`config.mk`:
```
export PLATFORM = sky130hd
export DESIGN_NAME = sdspi_cmd_seq
export DESIGN_NICKNAME = d
export VERILOG_FILES = /design/src/rtl/sdspi_pkg.sv /design/src/rtl/sdspi_frame_gen.sv /design/src/rtl/sdspi_byte_port.sv /design/src/rtl/sdspi_poll_ctr.sv /design/src/rtl/sdspi_cmd_seq.sv
export SDC_FILE = /design/constraint.sdc
export NUM_CORES = 1
export LEC_CHECK = 0
export ABC_AREA = 0
export BUFFER_PORTS_ARGS = -buffer_cell sky130_fd_sc_hd__buf_2
export CORE_MARGIN = 10
export CORE_UTILIZATION = 30
export CTS_CLUSTER_SIZE = 30
export DETAILED_ROUTE_END_ITERATION = 12
export PLACE_DENSITY = 0.57
export SLEW_MARGIN = 10
export SYNTH_ARGS = -nofsm -noshare
export SYNTH_HDL_FRONTEND = slang
export SYNTH_HIERARCHICAL = 1
export SYNTH_SLANG_ARGS = --single-unit
```
`constraint.sdc`:
```
create_clock -name clk -period 3.3 [get_ports clk]
set_clock_uncertainty 0.15 [all_clocks]
set_input_delay 0.495 -clock clk [delete_from_list [all_inputs] [get_ports clk]]
set_output_delay 0.495 -clock clk [all_outputs]
set_load 0.005 [all_outputs]
```
`src/rtl/sdspi_pkg.sv`:
```
package sdspi_pkg;
  localparam int          FRAME_LEN    = 6;
  localparam int          EXT_LEN      = 4;
  localparam logic [5:0]  CMD_IF_COND  = 6'd8;
  localparam logic [5:0]  CMD_RD_OCR   = 6'd58;
  localparam logic [7:0]  CRC_GENERIC  = 8'h95;
  localparam logic [7:0]  CRC_IF_COND  = 8'h87;
  localparam logic [31:0] ARG_IF_COND  = 32'h0000_01AA;
  localparam logic [7:0]  FILL_BYTE    = 8'hFF;
  localparam logic [1:0]  FRAME_PREFIX = 2'b01;

  typedef enum logic [2:0] {
    ST_IDLE,
    ST_FRAME,
    ST_POLL,
    ST_EXTRA,
    ST_TAIL
  } seq_state_t;

  function automatic logic wants_ext(input logic [5:0] c);
    return (c == CMD_IF_COND) || (c == CMD_RD_OCR);
  endfunction
endpackage

```
`src/rtl/sdspi_frame_gen.sv`:
```
module sdspi_frame_gen
  import sdspi_pkg::*;
#(
  parameter int IDX_W = $clog2(FRAME_LEN)
) (
  input  logic [5:0]       cmd,
  input  logic [31:0]      arg,
  input  logic [IDX_W-1:0] idx,
  output logic [7:0]       byte_o
);
  localparam int ARG_BYTES = 4;

  logic        is_cond;
  logic [31:0] eff_arg;
  logic [7:0]  crc_b;
  logic [7:0]  arg_b [ARG_BYTES];

  assign is_cond = (cmd == CMD_IF_COND);
  assign eff_arg = is_cond ? ARG_IF_COND : arg;
  assign crc_b   = is_cond ? CRC_IF_COND : CRC_GENERIC;

  for (genvar g = 0; g < ARG_BYTES; g++) begin : g_argb
    assign arg_b[g] = eff_arg[31-8*g -: 8];
  end

  always_comb begin
    byte_o = FILL_BYTE;
    if (idx == '0) begin
      byte_o = {FRAME_PREFIX, cmd};
    end else if (idx == IDX_W'(FRAME_LEN-1)) begin
      byte_o = crc_b;
    end else if (idx <= IDX_W'(ARG_BYTES)) begin
      byte_o = arg_b[2'(idx - IDX_W'(1))];
    end
  end
endmodule

```
`src/rtl/sdspi_byte_port.sv`:
```
module sdspi_byte_port
  import sdspi_pkg::*;
(
  input  logic       clk,
  input  logic       rst,
  input  logic       issue,
  input  logic [7:0] tx_in,
  output logic       xfer_req,
  output logic [7:0] xfer_tx,
  input  logic       xfer_ack,
  input  logic [7:0] xfer_rx,
  output logic       fin,
  output logic [7:0] rx_byte
);
  assign fin     = xfer_req & xfer_ack;
  assign rx_byte = xfer_rx;

  always_ff @(posedge clk) begin
    if (rst) begin
      xfer_req <= 1'b0;
      xfer_tx  <= FILL_BYTE;
    end else if (issue) begin
      xfer_req <= 1'b1;
      xfer_tx  <= tx_in;
    end else if (fin) begin
      xfer_req <= 1'b0;
    end
  end

  // request and byte held until the shifter acknowledges
  a_r10_req_hold: assert property (@(posedge clk) disable iff (rst)
    xfer_req && !xfer_ack |=> xfer_req && $stable(xfer_tx));
  // a new byte is never launched over a pending one
  a_r10_no_overlap: assert property (@(posedge clk) disable iff (rst)
    issue |-> !xfer_req);
endmodule

```
`src/rtl/sdspi_poll_ctr.sv`:
```
module sdspi_poll_ctr #(
  parameter int LIMIT = 5000,
  localparam int CW   = $clog2(LIMIT + 1)
) (
  input  logic clk,
  input  logic rst,
  input  logic clr,
  input  logic step,
  output logic last
);
  logic [CW-1:0] cnt;

  assign last = (cnt == CW'(LIMIT - 1));

  always_ff @(posedge clk) begin
    if (rst || clr) cnt <= '0;
    else if (step)  cnt <= cnt + CW'(1);
  end

  // the number of polled bytes never runs past the limit
  a_r4_poll_bound: assert property (@(posedge clk) disable iff (rst)
    cnt <= CW'(LIMIT));
endmodule

```
`src/rtl/sdspi_cmd_seq.sv`:
```
module sdspi_cmd_seq
  import sdspi_pkg::*;
#(
  parameter int POLL_LIMIT = 5000
) (
  input  logic        clk,
  input  logic        rst,
  input  logic        start,
  input  logic [5:0]  cmd_idx,
  input  logic [31:0] cmd_arg,
  input  logic        keep_sel,
  output logic        busy,
  output logic        done,
  output logic [7:0]  r1,
  output logic [31:0] ext,
  output logic        timeout,
  output logic        cs_n,
  output logic        xfer_req,
  output logic [7:0]  xfer_tx,
  input  logic        xfer_ack,
  input  logic [7:0]  xfer_rx
);
  localparam int IDX_W = $clog2(FRAME_LEN);
  localparam int XW    = $clog2(EXT_LEN);

  seq_state_t       st;
  logic [5:0]       cmd_q;
  logic [31:0]      arg_q;
  logic             keep_q;
  logic             ext_q;
  logic [IDX_W-1:0] fidx;
  logic [XW-1:0]    xcnt;
  logic             launch;
  logic [7:0]       frame_b;
  logic [7:0]       tx_next;
  logic             fin;
  logic [7:0]       rx_b;
  logic             poll_last;
  logic             accept;

  assign accept  = start && (st == ST_IDLE);
  assign tx_next = (st == ST_FRAME) ? frame_b : FILL_BYTE;

  sdspi_frame_gen #(.IDX_W(IDX_W)) u_frame (
    .cmd    (cmd_q),
    .arg    (arg_q),
    .idx    (fidx),
    .byte_o (frame_b)
  );

  sdspi_byte_port u_port (
    .clk      (clk),
    .rst      (rst),
    .issue    (launch),
    .tx_in    (tx_next),
    .xfer_req (xfer_req),
    .xfer_tx  (xfer_tx),
    .xfer_ack (xfer_ack),
    .xfer_rx  (xfer_rx),
    .fin      (fin),
    .rx_byte  (rx_b)
  );

  sdspi_poll_ctr #(.LIMIT(POLL_LIMIT)) u_poll (
    .clk  (clk),
    .rst  (rst),
    .clr  (accept),
    .step (fin && (st == ST_POLL)),
    .last (poll_last)
  );

  always_ff @(posedge clk) begin
    if (rst) begin
      st      <= ST_IDLE;
      cmd_q   <= '0;
      arg_q   <= '0;
      keep_q  <= 1'b0;
      ext_q   <= 1'b0;
      fidx    <= '0;
      xcnt    <= '0;
      launch  <= 1'b0;
      busy    <= 1'b0;
      done    <= 1'b0;
      r1      <= '0;
      ext     <= '0;
      timeout <= 1'b0;
      cs_n    <= 1'b1;
    end else begin
      done   <= 1'b0;
      launch <= 1'b0;
      unique case (st)
        ST_IDLE: begin
          if (start) begin
            cmd_q   <= cmd_idx;
            arg_q   <= cmd_arg;
            keep_q  <= keep_sel;
            ext_q   <= wants_ext(cmd_idx);
            fidx    <= '0;
            xcnt    <= '0;
            ext     <= '0;
            timeout <= 1'b0;
            cs_n    <= 1'b0;
            busy    <= 1'b1;
            launch  <= 1'b1;
            st      <= ST_FRAME;
          end
        end
        ST_FRAME: begin
          if (fin) begin
            launch <= 1'b1;
            if (fidx == IDX_W'(FRAME_LEN - 1)) st <= ST_POLL;
            else fidx <= fidx + IDX_W'(1);
          end
        end
        ST_POLL: begin
          if (fin) begin
            if (!rx_b[7]) begin
              r1 <= rx_b;
              if (ext_q) begin
                st     <= ST_EXTRA;
                launch <= 1'b1;
              end else if (keep_q) begin
                st   <= ST_IDLE;
                busy <= 1'b0;
                done <= 1'b1;
              end else begin
                cs_n   <= 1'b1;
                st     <= ST_TAIL;
                launch <= 1'b1;
              end
            end else if (poll_last) begin
              timeout <= 1'b1;
              r1      <= 8'hFF;
              cs_n    <= 1'b1;
              st      <= ST_TAIL;
              launch  <= 1'b1;
            end else begin
              launch <= 1'b1;
            end
          end
        end
        ST_EXTRA: begin
          if (fin) begin
            ext <= {ext[23:0], rx_b};
            if (xcnt == XW'(EXT_LEN - 1)) begin
              if (keep_q) begin
                st   <= ST_IDLE;
                busy <= 1'b0;
                done <= 1'b1;
              end else begin
                cs_n   <= 1'b1;
                st     <= ST_TAIL;
                launch <= 1'b1;
              end
            end else begin
              xcnt   <= xcnt + XW'(1);
              launch <= 1'b1;
            end
          end
        end
        ST_TAIL: begin
          if (fin) begin
            st   <= ST_IDLE;
            busy <= 1'b0;
            done <= 1'b1;
          end
        end
        default: st <= ST_IDLE;
      endcase
    end
  end

  // completion is a single-cycle pulse, seen with busy already low
  a_r10_done_pulse: assert property (@(posedge clk) disable iff (rst)
    done |=> !done);
  a_r10_done_idle: assert property (@(posedge clk) disable iff (rst)
    done |-> !busy);
  // no byte request outside a transaction
  a_r9_idle_quiet: assert property (@(posedge clk) disable iff (rst)
    !busy |-> !xfer_req);
  // the trailing byte goes out with the card deselected
  a_r6_tail_desel: assert property (@(posedge clk) disable iff (rst)
    (st == ST_TAIL) && xfer_req |-> cs_n);
  // normal completion or timeout leaves the card released
  a_r6_release: assert property (@(posedge clk) disable iff (rst)
    done && (!keep_q || timeout) |-> cs_n);
  // keep-selected completion leaves the card selected
  a_r7_hold_sel: assert property (@(posedge clk) disable iff (rst)
    done && keep_q && !timeout |-> !cs_n);
  // frame and poll bytes are always sent with the card selected
  a_r1_frame_sel: assert property (@(posedge clk) disable iff (rst)
    xfer_req && (st == ST_FRAME || st == ST_POLL) |-> !cs_n);
  // a start during a transaction leaves the latched command alone
  a_r8_ignore_start: assert property (@(posedge clk) disable iff (rst)
    busy && start |=> $stable(cmd_q) && $stable(arg_q));
  // a timeout always reports the all-ones status
  a_r4_timeout_r1: assert property (@(posedge clk) disable iff (rst)
    done && timeout |-> r1 == 8'hFF);
endmodule

```
==> reports/metrics.csv, run 1 <==
stage,metric,value,unit
outcome,outcome,"complete, no violations",
floorplanning,dieHeight,153,um
timing,hold_violations,0,
detailed_routing,met2RoutedLength,6380,um
global_routing,antenna_found_initial,0,
timing,final_period_minus_worst_setup_slack,2530,ps
pwr,power,4.33,mW
critical_path,worstSetupStartpoint,u_poll/cnt[3]$_SDFFE_PP0P_,
detailed_routing,met3RoutedLength,508,um
critical_path,regToRegSetupSlack,770,ps
synthesis,primary_flip_flop_cell_chosen_by_synthesis_mapping,sky130_fd_sc_hd__dfxtp_1,
timing,fin_hold_ws,170,ps
clock_network,cts_hold_buf,0,
floorplanning,initial_utilization,0.307,
detailed_routing,drcViolationCount,0,
critical_path,crit_fanout,5,
synthesis,number_of_instances_in_the_synthesized_netlist,616,
timing,setup_repair_after_global_routing_missed_its_margin,false,
floorplanning,std_cell_rows,48,
timing,period_share,0.767,
synthesis,postSynthAreaPerCell,8.62,sq um
final_layout,fin_cells,938,
global_routing,grt_first_pass_wirelength,23300,um
placement,placed_wire_length_estimate,9970,um
floorplanning,coreArea,17300,sq um
floorplanning,fp.dieArea,23400,sq um
detailed_routing,avgViaCountPerCell,4.85,
detailed_routing,wl,14200,um
hold_path,kind_of_path_behind_the_tightest_hold_check,in2reg,
global_routing,globalRouteTotalUtil,0.119,
clock_network,tritoncts.num_buffers,17,
synthesis,synth_fp_nets,673,
pwr,pwr_density_cell,671,nW/um^2
final_layout,final.fill_count,1849,
floorplanning,number_of_ports_placed_on_the_die_boundary,104,
synthesis,sequential_fraction_of_the_synthesis_area,0.434,
synthesis,synth.top_cells.by_count,"sky130_fd_sc_hd__dfxtp_1 (115), sky130_fd_sc_hd__nand2_1 (101), sky130_fd_sc_hd__a21oi_1 (63), sky130_fd_sc_hd__nor2_1 (62), sky130_fd_sc_hd__a22oi_1 (33)",
critical_path,crit_arrival,2680,ps
critical_path,cp-end-kind,flip-flop,
synthesis,synth_area_leader_cell,sky130_fd_sc_hd__dfxtp_1,
global_routing,grt_overflow,0,
detailed_routing,first_pass_drt_iterations,6,
synthesis,netlist_top_cells_area,"sky130_fd_sc_hd__dfxtp_1 (43%), sky130_fd_sc_hd__nand2_1 (7.1%), sky130_fd_sc_hd__a21oi_1 (5.9%)",
critical_path,cp-endpoint,cs_n$_SDFFE_PP1P_,
synthesis,synth_async_sr_flop_share,0,
critical_path,critical_path.reg2reg.endpoint,cs_n$_SDFFE_PP1P_,
clock_network,clock_insertion_delay_at_the_later_pin_of_the_skew_report,410,ps
critical_path,start_kind,flip-flop,
synthesis,synth_top_area_share,0.434,
critical_path,reg2regPathDepth,7,
clock_network,htreeDepth,4,
placement,place.detailed.instances,906,
timing,maxSlewHeadroom,0.511,
timing,slew_violations,0,
flow_run,max-cap-violations,0,
placement,gp_congestion,0.815,
clock_network,clock_net_sink_count,115,
final_layout,insertedDiodeCount,0,
clock_network,clock_tree.root_cell,sky130_fd_sc_hd__clkbuf_16,
final_layout,layout-drive-gt1-share,0.258,
detailed_routing,routed.top_layer,met4,
synthesis,ff_latch_count_synth,115,
detailed_routing,routedLengthMet1,7130,um
synthesis,yosys.cell_types.count,68,
detailed_routing,dr.first_iter.drc_count,326,
synthesis,mappedNetlistArea,5310,sq um
final_layout,area.growth.synth_to_final,21.6,%
global_routing,via_count_of_the_first_global_routing_pass,4389,
floorplanning,die_width,153,um
clock_network,cts.repair.resized,0,
timing,top_achievable_clock_speed,0.395,GHz
detailed_routing,via_count,4551,
critical_path,rr_startpoint,u_poll/cnt[3]$_SDFFE_PP0P_,
timing,worst-slew-pin-transition,732,ps
final_layout,nNetsFinal,757,
clock_network,post_cts_buffers,0,
timing,final_setup_violation_count,0,
pwr,vdd_ir_drop_max,271,uV
synthesis,yosysWarningCount,6,
placement,dp_slack,764,ps
global_routing,pin_count_of_the_biggest_net_entering_global_routing,41,
placement,io_buffer_count,103,
clock_network,clock_tree_buffer_depth,2,
timing,timing.final.ws_setup,768,ps
clock_network,tritoncts,yes,
pwr,p_leak,2.56,nW
hold_path,worst_hold_path.num_cells,3,
synthesis,yosysMostFrequentCell,sky130_fd_sc_hd__dfxtp_1,
detailed_routing,routed_wire_length_per_instance,15.1,um
synthesis,synth_edf_count,0,
critical_path,required,3450,ps
clock_network,clkTransAtPathRegs,60,ps
detailed_routing,drtAntennaViolNets,0,
critical_path,worstSetupPathType,reg2reg,
timing,tns,0,ps
==> critical path, stage by stage, from the launching register on <==
cell and delay, ps:
sky130_fd_sc_hd__dfxtp_1 360, sky130_fd_sc_hd__or4b_2 680, sky130_fd_sc_hd__nor4_1 250, sky130_fd_sc_hd__buf_4 180, sky130_fd_sc_hd__nor3b_4 50, sky130_fd_sc_hd__o311ai_4 340, sky130_fd_sc_hd__nand3_1 120, sky130_fd_sc_hd__a211o_1 290
==> registers in the layout, summed over array words and instances (netlist names) <==
signal / count
r1: 8
xcnt: 2
busy: 1
done: 1
keep_q: 1
st: 3
ext: 32
launch: 1
cmd_q: 6
u_poll/cnt: 13
arg_q: 32
ext_q: 1
fidx: 3
u_port/xfer_req: 1
timeout: 1
u_port/xfer_tx: 8
cs_n: 1
==> report_power, final <==
group	switching, mW	internal, mW
clock	0.689	1.04
combinational	0.561	0.389
sequential	0.125	1.53
==> layout make-up <==
cell class	count	area, sq um	share of cell area
Inverter	15	56.3	0.00873
Clock buffer	17	425	0.0659
Timing Repair Buffer	116	628	0.0973
Multi-Input combinational cell	435	2630	0.407
Sequential cell	115	2300	0.357
Tap cell	225	282	0.0436
Clock inverter	15	134	0.0207
==> how the worst min path moves through the flow <==
stage	startpoint	endpoint	slack (ps)
floorplan	arg_q[24]$_SDFFE_PP0P_	arg_q[24]$_SDFFE_PP0P_	280
CTS	cmd_arg[19]	arg_q[19]$_SDFFE_PP0P_	160
detailed placement	arg_q[30]$_SDFFE_PP0P_	arg_q[30]$_SDFFE_PP0P_	290
global placement	arg_q[23]$_SDFFE_PP0P_	arg_q[23]$_SDFFE_PP0P_	290
finish	cmd_arg[25]	arg_q[25]$_SDFFE_PP0P_	170
global route	cmd_arg[19]	arg_q[19]$_SDFFE_PP0P_	160
==> metal layers <==
| metal | global-route usage | vias to the layer above |
|---|---|---|
| met2 | 0.181 | 101 |
| met5 | 0 | - |
| li1 | - | 2338 |
| met1 | 0.159 | 2098 |
| met3 | 0.0323 | 14 |
| met4 | 0.0400 | 0 |
==> cell usage in the layout (no fill, tap or decap), drive strengths merged, types with 5 or more instances in the layout <==
| cell | instances |
|---|---|
| o22ai | 9 |
| buf | 116 |
| a21oi | 63 |
| clkbuf | 17 |
| ha | 6 |
| o21a | 5 |
| nor2b | 15 |
| nor4 | 5 |
| o21ai | 11 |
| a22oi | 33 |
| nand2b | 12 |
| nand4 | 5 |
| nor3 | 15 |
| nand2 | 102 |
| a211o | 9 |
| dfxtp | 115 |
| mux2 | 5 |
| nor2 | 65 |
| clkinv | 8 |
| nand3 | 8 |
| inv | 18 |
| nor3b | 5 |
==> through the flow <==
step | util | area (sq um)
after global routing | 0.373 | 6450
after CTS | 0.373 | 6450
after detailed placement | 0.341 | 5890
after global placement | 0.341 | 5890
final | 0.373 | 6450
after floorplan | - | 5310
==> cells by family after synthesis <==
| logic type | Yosys count | share of synthesized area |
|---|---|---|
| xor+xnor | 5 | 0.00825 |
| fa+ha+maj | 6 | 0.0141 |
| flops | 115 | 0.434 |
| mux | 12 | 0.0309 |
| compound gates | 156 | 0.196 |
| buf+inv | 66 | 0.0717 |
| simple gates | 256 | 0.246 |
Power figures use the tool's default switching activity.
==> inputs of run 2 (changes only) <==
--- a/config.mk
+++ b/config.mk
@@ -5,7 +5,7 @@
 export SDC_FILE = /design/constraint.sdc
 export NUM_CORES = 1
 export LEC_CHECK = 0
-export ABC_AREA = 0
+export ABC_AREA = 1
 export BUFFER_PORTS_ARGS = -buffer_cell sky130_fd_sc_hd__buf_2
 export CORE_MARGIN = 10
 export CORE_UTILIZATION = 30
==> constraint.sdc (replaced) <==
create_clock -name clk -period 2.36 [get_ports clk]
set_clock_uncertainty 0.15 [all_clocks]
set_input_delay 0.354 -clock clk [delete_from_list [all_inputs] [get_ports clk]]
set_output_delay 0.354 -clock clk [all_outputs]
set_load 0.005 [all_outputs]
==> reports/metrics.csv, run 2 <==
stage,metric,value,unit,change
clock_network,htreeDepth,4,,unchanged
synthesis,synth.top_cells.by_count,"sky130_fd_sc_hd__nand2_1 (200), sky130_fd_sc_hd__nor2_1 (122), sky130_fd_sc_hd__dfxtp_1 (115), sky130_fd_sc_hd__a21oi_1 (63), sky130_fd_sc_hd__o21ai_0 (60)",,
synthesis,netlist_top_cells_area,"sky130_fd_sc_hd__dfxtp_1 (43%), sky130_fd_sc_hd__nand2_1 (14%), sky130_fd_sc_hd__nor2_1 (8.6%)",,
clock_network,clock_tree_buffer_depth,2,,unchanged
placement,dp_slack,314,ps,-450 ps
placement,place.detailed.instances,1067,,+18%
pwr,power.share.switching,0.345,,+0.0279
global_routing,grt_overflow,0,,unchanged
clock_network,clkTransAtPathRegs,50,ps,about the same
detailed_routing,routed_wire_length_per_instance,13.3,um,-12%
clock_network,clock_net_sink_count,115,,unchanged
critical_path,slowest_delay,340,ps,-340 ps
synthesis,postSynthAreaPerCell,6.96,sq um,-19%
final_layout,area.growth.synth_to_final,25.7,%,
detailed_routing,wl,14700,um,+3.6%
synthesis,yosysWarningCount,6,,unchanged
synthesis,synth_fp_nets,819,,+22%
global_routing,pin_count_of_the_biggest_net_entering_global_routing,43,,+4.9%
critical_path,start_kind,flip-flop,,
final_layout,final_common_cell,sky130_fd_sc_hd__nand2_1,,
flow_run,max-cap-violations,0,,unchanged
critical_path,timing.critical_path.cells,inv_1 -> ha_1 -> inv_1 -> nand3_1 -> nand3_1 -> a21oi_1 -> a21o_1 -> or2_2 -> nand2_1 -> nand3_1,,
synthesis,mappedNetlistArea,5300,sq um,-0.14%
synthesis,sequential_fraction_of_the_synthesis_area,0.434,,+0.000614
floorplanning,initial_utilization,0.306,,-0.000434
timing,hold_violations,0,,unchanged
synthesis,synth_edf_count,0,,unchanged
timing,maxSlewHeadroom,0.512,,+0.000938
critical_path,required,2500,ps,-950 ps
timing,setup_repair_after_global_routing_missed_its_margin,false,,
timing,period_share,0.873,,+0.106
critical_path,worstSetupPathType,reg2reg,,
pwr,power_frac_clock,0.362,,-0.037
floorplanning,std_cell_rows,48,,unchanged
detailed_routing,drcViolationCount,0,,unchanged
detailed_routing,dr.first_iter.drc_count,251,,-23%
pwr,vdd_ir_drop_max,649,uV,+140%
detailed_routing,first_pass_drt_iterations,5,,-1
pwr,pwr_density_cell,1060,nW/um^2,+58%
timing,worst-slew-pin-transition,731,ps,-0.737 ps
timing,final_period_minus_worst_setup_slack,2060,ps,-472 ps
critical_path,crit_fanout,8,,+3
synthesis,ff_latch_count_synth,115,,unchanged
timing,final_setup_violation_count,0,,unchanged
timing,slew_violations,0,,unchanged
placement,placed_wire_length_estimate,10600,um,+5.9%
clock_network,tritoncts.num_buffers,17,,unchanged
floorplanning,coreArea,17300,sq um,unchanged
synthesis,synth_async_sr_flop_share,0,,unchanged
pwr,reported_net_switching_power,2.44,mW,+77%
synthesis,primary_flip_flop_cell_chosen_by_synthesis_mapping,sky130_fd_sc_hd__dfxtp_1,,
detailed_routing,avgViaCountPerCell,4.58,,-5.5%
clock_network,clock_insertion_delay_at_the_later_pin_of_the_skew_report,420,ps,about the same
floorplanning,dieHeight,153,um,about the same
global_routing,globalRouteTotalUtil,0.124,,+0.00494
final_layout,insertedDiodeCount,0,,unchanged
detailed_routing,via_count,5084,,+12%
pwr,combinationalPowerShare,0.298,,+0.079
detailed_routing,drtAntennaViolNets,0,,unchanged
timing,top_achievable_clock_speed,0.485,GHz,+23%
global_routing,antenna_found_initial,0,,unchanged
floorplanning,die_width,153,um,about the same
placement,io_buffer_count,103,,unchanged
pwr,p_leak,3.03,nW,+18%
critical_path,cp-end-kind,flip-flop,,
final_layout,biggestRegsByFlops,"arg_q x32, ext x32, u_poll/cnt x13",,
global_routing,via_count_of_the_first_global_routing_pass,4838,,+10%
pwr,cell_internal_pwr,4.62,mW,+56%
clock_network,clock_tree.root_cell,sky130_fd_sc_hd__clkbuf_16,,
timing,tns,0,ps,unchanged
final_layout,layout_common_cells,"sky130_fd_sc_hd__nand2_1 (200), sky130_fd_sc_hd__nor2_1 (122), sky130_fd_sc_hd__dfxtp_1 (115)",,
final_layout,nNetsFinal,928,,+23%
pwr,power,7.06,mW,+63%
critical_path,crit_arrival,2200,ps,-480 ps
final_layout,fin_cells,1109,,+18%
critical_path,crit_top_cell,sky130_fd_sc_hd__nand3_1,,
synthesis,synth_top_area_share,0.434,,+0.000614
synthesis,synth_area_leader_cell,sky130_fd_sc_hd__dfxtp_1,,
final_layout,layout-drive-gt1-share,0.202,,-0.0556
placement,gp_congestion,0.817,,+0.27%
clock_network,tritoncts,yes,,
pwr,sequential_share_of_power,0.340,,-0.042
floorplanning,number_of_ports_placed_on_the_die_boundary,104,,unchanged
final_layout,final.fill_count,1863,,+0.76%
synthesis,yosysMostFrequentCell,sky130_fd_sc_hd__nand2_1,,
outcome,outcome,"complete, no violations",,
floorplanning,fp.dieArea,23400,sq um,-0.12%
timing,timing.final.ws_setup,300,ps,-468 ps
synthesis,yosys.cell_types.count,39,,-43%
global_routing,grt_first_pass_wirelength,24400,um,+4.6%
synthesis,number_of_instances_in_the_synthesized_netlist,762,,+24%
critical_path,cp_slowest_cell,sky130_fd_sc_hd__dfxtp_1,,
hold_path,kind_of_path_behind_the_tightest_hold_check,in2reg,,
==> run 2: final cells by class <==
class | instances | area [sq um] | share of cell area
Tap cell | 225 | 282 | 0.0423
Clock buffer | 21 | 450 | 0.0676
Inverter | 65 | 244 | 0.0366
Clock inverter | 11 | 135 | 0.0203
Multi-Input combinational cell | 545 | 2530 | 0.380
Timing Repair Buffer | 127 | 721 | 0.108
Sequential cell | 115 | 2300 | 0.346
==> run 2: cells by family (layout without fill, tap and decap cells) <==
logic type               count (synthesis)  count (layout)  synth area share
AND/OR/NAND/NOR                        393             393             0.314
AO/OA/AOI/OAI                          145             145             0.148
XOR/XNOR                                 1               1           0.00165
adder cells (fa/ha/maj)                  6               6            0.0142
buffers and inverters                  102             224            0.0885
flip-flops                             115             115             0.434
==> run 2: worst paths after layout <==
kind	endpoint	from	slack, ps	cells after the start
setup / recovery	u_port/xfer_tx[4]$_SDFFE_PP1P_	fidx[1]$_SDFFE_PP0P_	300	10
hold / removal	arg_q[14]$_SDFFE_PP0P_	cmd_arg[14]	10	3
setup reg to reg	u_port/xfer_tx[4]$_SDFFE_PP1P_	fidx[1]$_SDFFE_PP0P_	300	10
hold reg to reg	timeout$_SDFFE_PP0P_	timeout$_SDFFE_PP0P_	300	2
==> run 2: worst max-delay path: cells and delay by family, from the launching register on <==
kind,cells,cell delay [ps]
simple gates,5,620
buf+inv,2,270
fa+ha+maj,1,340
flops,1,340
compound gates,2,220
==> run 2: metal layers <==
metal	up-vias	global-route usage	share of wire
met5	-	0	0
met4	0	0.0454	0.010
met3	11	0.0407	0.066
met2	141	0.184	0.43
met1	2266	0.163	0.49
li1	2666	-	-
==> run 2: repair_timing <==
action,in CTS,in global routing
hold buffers,10,0
hold endpoints to repair,10,0
gates resized for setup,0,0
buffers inserted,0,0
==> run 2: metrics by stage <==
| stage | hold WS [ps] | instance area (sq um) | utilization |
|---|---|---|---|
| after floorplan | 266 | 5300 | - |
| after global placement | 287 | 5980 | 0.346 |
| after detailed placement | 294 | 5980 | 0.346 |
| after CTS | 0.113 | 6660 | 0.385 |
| after global routing | 21.5 | 6660 | 0.385 |
| final | 14.4 | 6660 | 0.385 |
==> run 2: power groups by stage <==
stage | Combinational (mW) | Sequential (mW) | Clock (mW)
finish | 2.11 | 2.40 | 2.55
global route | 2.43 | 2.44 | 2.71
CTS | 2.12 | 2.40 | 2.62
detailed placement | 2.10 | 2.44 | 0
global placement | 2.10 | 2.44 | 0
floorplan | 1.64 | 2.41 | 0
